## src/rtl/lcd_sync_pkg.sv

```systemverilog
package lcd_sync_pkg;
  parameter int unsigned FLD_W = 12;
  localparam int unsigned CNT_W = FLD_W + 3;

  typedef struct packed {
    logic [FLD_W-1:0] active;
    logic [FLD_W-1:0] front;
    logic [FLD_W-1:0] sync;
    logic [FLD_W-1:0] back;
  } axis_cfg_t;

  // stored value minus one -> length
  function automatic logic [CNT_W-1:0] span(input logic [FLD_W-1:0] f);
    return CNT_W'(f) + CNT_W'(1);
  endfunction
endpackage

```

## src/rtl/lcd_axis_counter.sv

```systemverilog
module lcd_axis_counter #(
  parameter int unsigned CW = 15
) (
  input  logic          clk,
  input  logic          rst,
  input  logic          clear,
  input  logic          step,
  input  logic [CW-1:0] len_act,
  input  logic [CW-1:0] len_fp,
  input  logic [CW-1:0] len_sw,
  input  logic [CW-1:0] len_bp,
  output logic [CW-1:0] cnt_q,
  output logic          last,
  output logic          in_act,
  output logic          in_sync
);
  logic [CW-1:0] end_fp, end_sw, total;

  always_comb begin
    end_fp = len_act + len_fp;
    end_sw = end_fp + len_sw;
    total  = end_sw + len_bp;
  end

  assign last    = (cnt_q == total - CW'(1));
  assign in_act  = (cnt_q < len_act);
  assign in_sync = (cnt_q >= end_fp) && (cnt_q < end_sw);

  always_ff @(posedge clk) begin
    if (rst || clear) cnt_q <= '0;
    else if (step)    cnt_q <= last ? '0 : cnt_q + CW'(1);
  end

  p_hold_r12: assert property (@(posedge clk) disable iff (rst)
    (!clear && !step) |=> $stable(cnt_q));
  p_wrap_r2: assert property (@(posedge clk) disable iff (rst)
    (!clear && step && last) |=> (cnt_q == '0));
  p_range_r2: assert property (@(posedge clk) disable iff (rst)
    cnt_q < total);
endmodule

```

## src/rtl/lcd_cfg_shadow.sv

```systemverilog
module lcd_cfg_shadow
  import lcd_sync_pkg::*;
(
  input  logic      clk,
  input  logic      rst,
  input  logic      out_en,
  input  logic      reload,
  input  axis_cfg_t h_live,
  input  axis_cfg_t v_live,
  input  logic      ilace_req,
  output axis_cfg_t h_sh,
  output axis_cfg_t v_sh,
  output logic      ilace_q
);
  always_ff @(posedge clk) begin
    if (rst) begin
      h_sh <= '0;
      v_sh <= '0;
    end else if (!out_en || reload) begin
      h_sh <= h_live;
      v_sh <= v_live;
    end
  end

  always_ff @(posedge clk) begin
    if (rst)          ilace_q <= 1'b0;
    else if (!out_en) ilace_q <= ilace_req;
  end

  p_shadow_hold_r10: assert property (@(posedge clk) disable iff (rst)
    (out_en && !reload) |=> ($stable(h_sh) && $stable(v_sh)));
  p_mode_hold_r9: assert property (@(posedge clk) disable iff (rst)
    out_en |=> $stable(ilace_q));
endmodule

```

## src/rtl/lcd_sync_out.sv

```systemverilog
module lcd_sync_out #(
  parameter int unsigned CW = 15
) (
  input  logic          clk,
  input  logic          rst,
  input  logic          en,
  input  logic          h_sync,
  input  logic          v_sync,
  input  logic          de_raw,
  input  logic          fid_raw,
  input  logic          inv_h,
  input  logic          inv_v,
  input  logic          inv_de,
  input  logic          gate_h,
  input  logic          gate_v,
  input  logic [CW-1:0] hcnt,
  input  logic [CW-1:0] vcnt,
  output logic          hsync_o,
  output logic          vsync_o,
  output logic          de_o,
  output logic          fid_o,
  output logic [CW-1:0] pix_cnt,
  output logic [CW-1:0] line_cnt
);
  always_ff @(posedge clk) begin
    if (rst) begin
      hsync_o  <= 1'b0;
      vsync_o  <= 1'b0;
      de_o     <= 1'b0;
      fid_o    <= 1'b0;
      pix_cnt  <= '0;
      line_cnt <= '0;
    end else begin
      hsync_o  <= (en && h_sync && !gate_h) ^ inv_h;
      vsync_o  <= (en && v_sync && !gate_v) ^ inv_v;
      de_o     <= (en && de_raw) ^ inv_de;
      fid_o    <= fid_raw;
      pix_cnt  <= hcnt;
      line_cnt <= vcnt;
    end
  end

  p_gate_h_r6: assert property (@(posedge clk) disable iff (rst)
    gate_h |=> (hsync_o == $past(inv_h)));
  p_gate_v_r6: assert property (@(posedge clk) disable iff (rst)
    gate_v |=> (vsync_o == $past(inv_v)));
  p_idle_de_r1: assert property (@(posedge clk) disable iff (rst)
    !en |=> (de_o == $past(inv_de)));
endmodule

```

## src/rtl/lcd_sync_gen.sv

```systemverilog
module lcd_sync_gen
  import lcd_sync_pkg::*;
#(
  parameter int unsigned DIV_W     = 8,
  parameter int unsigned BLANK_MIN = 8
) (
  input  logic             clk,
  input  logic             rst,
  input  logic             pix_en,
  input  logic             out_en,
  input  logic [FLD_W-1:0] h_act_m1,
  input  logic [FLD_W-1:0] h_fp_m1,
  input  logic [FLD_W-1:0] h_sw_m1,
  input  logic [FLD_W-1:0] h_bp_m1,
  input  logic [FLD_W-1:0] v_act_m1,
  input  logic [FLD_W-1:0] v_fp_m1,
  input  logic [FLD_W-1:0] v_sw_m1,
  input  logic [FLD_W-1:0] v_bp_m1,
  input  logic [DIV_W-1:0] clk_div,
  input  logic             inv_hsync,
  input  logic             inv_vsync,
  input  logic             inv_de,
  input  logic             gate_hsync,
  input  logic             gate_vsync,
  input  logic             ilace_req,
  input  logic             fid_first_req,
  output logic             hsync_o,
  output logic             vsync_o,
  output logic             de_o,
  output logic             fid_o,
  output logic [CNT_W-1:0] pix_cnt,
  output logic [CNT_W-1:0] line_cnt,
  output logic             blank_err
);
  localparam int unsigned PRD_W = CNT_W + DIV_W;

  axis_cfg_t h_live, v_live, h_sh, v_sh;
  logic ilace_q, fid_q;
  logic h_step, v_step, frame_end;
  logic h_last, v_last, h_act, v_act, h_syn, v_syn;
  logic [CNT_W-1:0] hcnt, vcnt, v_full, v_act_len;
  logic [CNT_W-1:0] blank_sum;
  logic [PRD_W-1:0] blank_prod;

  assign h_live = '{active: h_act_m1, front: h_fp_m1, sync: h_sw_m1, back: h_bp_m1};
  assign v_live = '{active: v_act_m1, front: v_fp_m1, sync: v_sw_m1, back: v_bp_m1};

  assign h_step    = out_en && pix_en;
  assign v_step    = h_step && h_last;
  assign frame_end = v_step && v_last;

  lcd_cfg_shadow u_shadow (
    .clk(clk), .rst(rst), .out_en(out_en), .reload(frame_end),
    .h_live(h_live), .v_live(v_live), .ilace_req(ilace_req),
    .h_sh(h_sh), .v_sh(v_sh), .ilace_q(ilace_q)
  );

  // interlaced fields carry half of the active lines, rounded down
  assign v_full    = span(v_sh.active);
  assign v_act_len = ilace_q ? (v_full >> 1) : v_full;

  lcd_axis_counter #(.CW(CNT_W)) u_hcnt (
    .clk(clk), .rst(rst), .clear(!out_en), .step(h_step),
    .len_act(span(h_sh.active)), .len_fp(span(h_sh.front)),
    .len_sw(span(h_sh.sync)), .len_bp(span(h_sh.back)),
    .cnt_q(hcnt), .last(h_last), .in_act(h_act), .in_sync(h_syn)
  );

  lcd_axis_counter #(.CW(CNT_W)) u_vcnt (
    .clk(clk), .rst(rst), .clear(!out_en), .step(v_step),
    .len_act(v_act_len), .len_fp(span(v_sh.front)),
    .len_sw(span(v_sh.sync)), .len_bp(span(v_sh.back)),
    .cnt_q(vcnt), .last(v_last), .in_act(v_act), .in_sync(v_syn)
  );

  always_ff @(posedge clk) begin
    if (rst)                       fid_q <= 1'b0;
    else if (!out_en)              fid_q <= fid_first_req;
    else if (frame_end && ilace_q) fid_q <= !fid_q;
  end

  lcd_sync_out #(.CW(CNT_W)) u_out (
    .clk(clk), .rst(rst), .en(out_en),
    .h_sync(h_syn), .v_sync(v_syn), .de_raw(h_act && v_act),
    .fid_raw(ilace_q && fid_q),
    .inv_h(inv_hsync), .inv_v(inv_vsync), .inv_de(inv_de),
    .gate_h(gate_hsync), .gate_v(gate_vsync),
    .hcnt(hcnt), .vcnt(vcnt),
    .hsync_o(hsync_o), .vsync_o(vsync_o), .de_o(de_o), .fid_o(fid_o),
    .pix_cnt(pix_cnt), .line_cnt(line_cnt)
  );

  assign blank_sum  = span(h_fp_m1) + span(h_sw_m1) + span(h_bp_m1);
  assign blank_prod = PRD_W'(blank_sum) * PRD_W'(clk_div);

  always_ff @(posedge clk) begin
    if (rst) blank_err <= 1'b0;
    else     blank_err <= (blank_prod <= PRD_W'(BLANK_MIN));
  end

  p_fid_low_prog_r7: assert property (@(posedge clk) disable iff (rst)
    !ilace_q |=> !fid_o);
  p_fid_toggle_r8: assert property (@(posedge clk) disable iff (rst)
    (out_en && ilace_q && frame_end) |=> (fid_q != $past(fid_q)));
endmodule

```

## config.mk

```make
export PLATFORM = sky130hd
export DESIGN_NAME = lcd_sync_gen
export DESIGN_NICKNAME = d
export VERILOG_FILES = /design/src/rtl/lcd_sync_pkg.sv /design/src/rtl/lcd_axis_counter.sv /design/src/rtl/lcd_cfg_shadow.sv /design/src/rtl/lcd_sync_out.sv /design/src/rtl/lcd_sync_gen.sv
export SDC_FILE = /design/constraint.sdc
export NUM_CORES = 1
export LEC_CHECK = 0
export BUFFER_PORTS_ARGS = -buffer_cell sky130_fd_sc_hd__buf_4
export CAP_MARGIN = 25
export CORE_MARGIN = 1.5
export CORE_UTILIZATION = 40
export DETAILED_ROUTE_END_ITERATION = 8
export SYNTH_ARGS = -nofsm -noshare
export SYNTH_HDL_FRONTEND = slang
export SYNTH_SLANG_ARGS = --single-unit
```

## constraint.sdc

```tcl
create_clock -name clk -period 16.7 [get_ports clk]
set_clock_uncertainty 0.2 [all_clocks]
set_input_delay 3.34 -clock clk [delete_from_list [all_inputs] [get_ports clk]]
set_output_delay 3.34 -clock clk [all_outputs]
set_load 0.02 [all_outputs]
```

==> summary.txt <==
STA
  – Worst-Margin Slew: 1030 ps
  – Fin crit share: 0.678
  – Minimum clock period: 11320 ps
  – Setup-failing EPs final: 0
  – Final hold vios: 0
  – Fmax: 88.4 MHz
  – Slew Viols, Final: 0
  – Unrepaired setup endpoints after global routing: false
  – Worst Hold Slack: 260 ps
  – Max-slew headroom: 0.310
  – PnR worst setup slack: 5380 ps
  – Total Neg Setup Slack: 0 ps

Placement
  – Placed cell areas: 19800 um^2
  – GPL Wtd Cong: 0.875
  – DP HPWL: 39100 um
  – Setup WS pre-CTS: 4950 ps
  – Port-buffer cells: 149

Drt
  – Wire per inst: 16.7 um
  – Detail Route Antenna Nets: 0
  – Drt total wl: 48600 um
  – Via count: 15400
  – First-pass detailed-route iteration total: 5
  – Post-route DRC: 0
  – Vias/cell: 5.29
  – Iter 0 DRT Violations: 899

Critical path
  – WS Path Type: input port to flop
  – Crit Path Max Fanout: 8
  – Worst reg2reg path startpoint: u_shadow.v_sh[37]$_SDFFE_PP0P_
  – Critical Path AT: 11470 ps
  – Startpoint types: input port
  – WP data required: 16850 ps
  – Slowest library cell on the worst path: fa_1
  – CP most frequent cell: fa_1
  – Crit path from: h_fp_m1[1]
  – CP endpoint kind: flop
  – Critical path's largest stage delay: 560 ps
  – R2R setup slack: 7980 ps

Logic synthesis
  – YS warnings: 0
  – Post-synthesis mux area share: 0.0564
  – XOR/XNOR Fraction of Synth Area: 0.0585
  – Post-Syn Instances: 2199
  – Compound-cell area share of the yosys netlist: 0.147
  – Post-Synth Simple-Gate Area: 0.233
  – Synth cell types: 81
  – Mapped cell area: 18200 um^2
  – Number of flops mapped to enable cells by yosys: 0
  – Register area share after synthesis: 0.180
  – Main synth FF type: dfxtp_1
  – Main combinational cell family by area after synthesis: adder cells
  – Async set or reset register ratio after synthesis: 0
  – Area contributors post-synth: dfxtp_1 18%, ha_1 16%, fa_1 9.9%
  – Post-Synth Adder-Cell Area: 0.256
  – Synth Net Count: 2631
  – Yosys reg bits: 163
  – Syn avg cell area: 8.26 um^2
  – Area share of the largest cell type after synthesis: 0.180
  – Synth area leader: dfxtp_1

Power
  – Int Pwr: 1.79 mW
  – Pwr/cell area: 178 nW/um^2
  – Sequential power share: 0.116
  – Sw Share: 0.505
  – Worst vdd ir: 321 uV
  – Net Switching: 1.83 mW
  – Power share of the clock group: 0.109
  – Comb pwr share: 0.775
  – Leakage: 9.37 nW

Clock network
  – Post_cts resized: 0
  – Hold buffers post-CTS: 0
  – Clk_lat worst skew: 470 ps
  – Clock Root Buffer: clkbuf_16
  – TritonCTS clock tree: done
  – H-tree depth: 4
  – CTS Buf Count: 17
  – Clock transition at path regs: 80 ps
  – Setup repair bufs after CTS: 0
  – Clock Path Buffers: 2
  – Clk sinks: 163

Finish
  – # diodes: 0
  – Layout cell share with drive strength beyond 1: 0.0904
  – Design Area, Final: 20300 um^2
  – Area growth from synthesis to layout: 11.8%
  – Sequential Area: 3260 um^2
  – Fillers: 4458
  – Area occupied by multi-input gates: 13700 um^2
  – Nets: 2732

Floorplanning
  – I/O pins: 150
  – Die Wd: 216 um
  – Row Count: 77
  – Die area: 46700 um^2
  – Die H: 216 um
  – Core Area: 44500 um^2
  – Starting Density: 0.408

Global route
  – Largest net degree at the start of global routing: 138
  – Global route overflow: 0
  – Vias in the first global route: 15200
  – Global-route wire length before repair: 78600 um
  – Initial antenna violation count: 0
  – Gr usage total: 0.211

Run status
  – Status: completed

Hold path
  – Hold wc startpoint: fid_q$_SDFFE_PP0P_
  – Hold WC Path Type: flop to flop

Run
  – Max cap viols: 0
[through the flow]
step | instances | power (mW) | utilization
after floorplan | 2199 | 2.61 | -
after global placement | 2873 | 3.18 | 0.444
after detailed placement | 2873 | 3.22 | 0.444
after CTS | 2905 | 3.64 | 0.457
after global routing | 2905 | 4.07 | 0.457
final | 2905 | 3.62 | 0.457
[final cells by class]
class	instances	share of cell area
multi-input cells	1716	0.672
well taps	592	0.0364
clock inverters	15	0.00708
inverters	249	0.0460
flip-flops and latches	163	0.161
clock buffers	17	0.0209
repair buffers	153	0.0567
[worst max-delay path, delay by kind of cell]
family	cells	cell delay, ps
buf+inv	6	330
simple gates	6	1540
fa+ha+maj	9	3590
compound gates	12	2670
[final timing paths]
check / end / cells past startpoint
setup / recovery: blank_err$_SDFF_PP0_ / 33
hold / removal: u_out.fid_o$_SDFF_PP0_ / 2
setup reg to reg: u_shadow.h_sh[6]$_SDFFE_PP0P_ / 29
hold reg to reg: u_out.fid_o$_SDFF_PP0_ / 2
[sequential cells by signal, summed over array words and instances, names as in the netlist]
signal,cells
u_shadow.ilace_q,1
u_vcnt.cnt_q,15
u_shadow.v_sh,48
fid_q,1
u_hcnt.cnt_q,15
u_out.hsync_o,1
u_out.de_o,1
u_out.vsync_o,1
u_out.line_cnt,15
blank_err,1
u_shadow.h_sh,48
u_out.pix_cnt,15
u_out.fid_o,1
[layer usage]
metal | vias to the layer above | global-route usage | part of all wire
met5 | - | 0 | 0
met4 | 0 | 0.0650 | 0.022
met3 | 60 | 0.0267 | 0.035
met2 | 300 | 0.347 | 0.46
met1 | 7327 | 0.286 | 0.48
li1 | 7693 | - | -
[power by group through the flow]
stage	Combinational, mW	Clock [mW]	Sequential, mW
5_1_grt	3.23	0.417	0.423
3_5_place_dp	2.79	0	0.430
6_report	2.81	0.394	0.421
2_1_floorplan	2.19	0	0.422
4_1_cts	2.81	0.406	0.421
3_3_place_gp	2.75	0	0.429
[synthesized netlist by cell type (11+ instances only)]
cell / n
inv_1: 248
ha_1: 227
nand2b_1: 207
dfxtp_1: 163
nor2_1: 132
mux2i_1: 99
nand2_1: 96
a21oi_1: 95
fa_1: 90
and2_1: 85
o21ai_0: 75
xnor2_1: 70
o21a_1: 63
nor2b_1: 61
nand3_1: 60
clkbuf_1: 52
xor2_1: 45
nor3_1: 42
a21o_1: 25
a211oi_1: 23
nand4_1: 16
and3_1: 13
a21boi_0: 12
nor4_1: 12
buf_2: 11
[kinds of logic (layout without fill, tap and decap cells)]
group,count (synthesis),after routing
AO/OA/AOI/OAI,402,402
multiplexers,102,102
adder cells (fa/ha/maj),318,318
AND/OR/NAND/NOR,776,776
flip-flops,163,163
buffers and inverters,320,434
XOR/XNOR,118,118
[placed cells by master (no fill, tap or decap), types with 12 or more instances in the layout]
cell       netlist  layout
inv_1          248     248
ha_1           227     227
nand2b_1       207     207
dfxtp_1        163     163
buf_4            0     152
nor2_1         132     132
mux2i_1         99      99
nand2_1         96      96
a21oi_1         95      95
fa_1            90      90
and2_1          85      85
o21ai_0         75      75
xnor2_1         70      70
o21a_1          63      62
nor2b_1         61      61
nand3_1         60      60
xor2_1          45      45
nor3_1          42      42
a21o_1          25      25
a211oi_1        23      23
clkbuf_16        0      17
nand4_1         16      16
and3_1          13      13
nor4_1          12      12
a21boi_0        12      12
(Power assumes the default switching activity.)
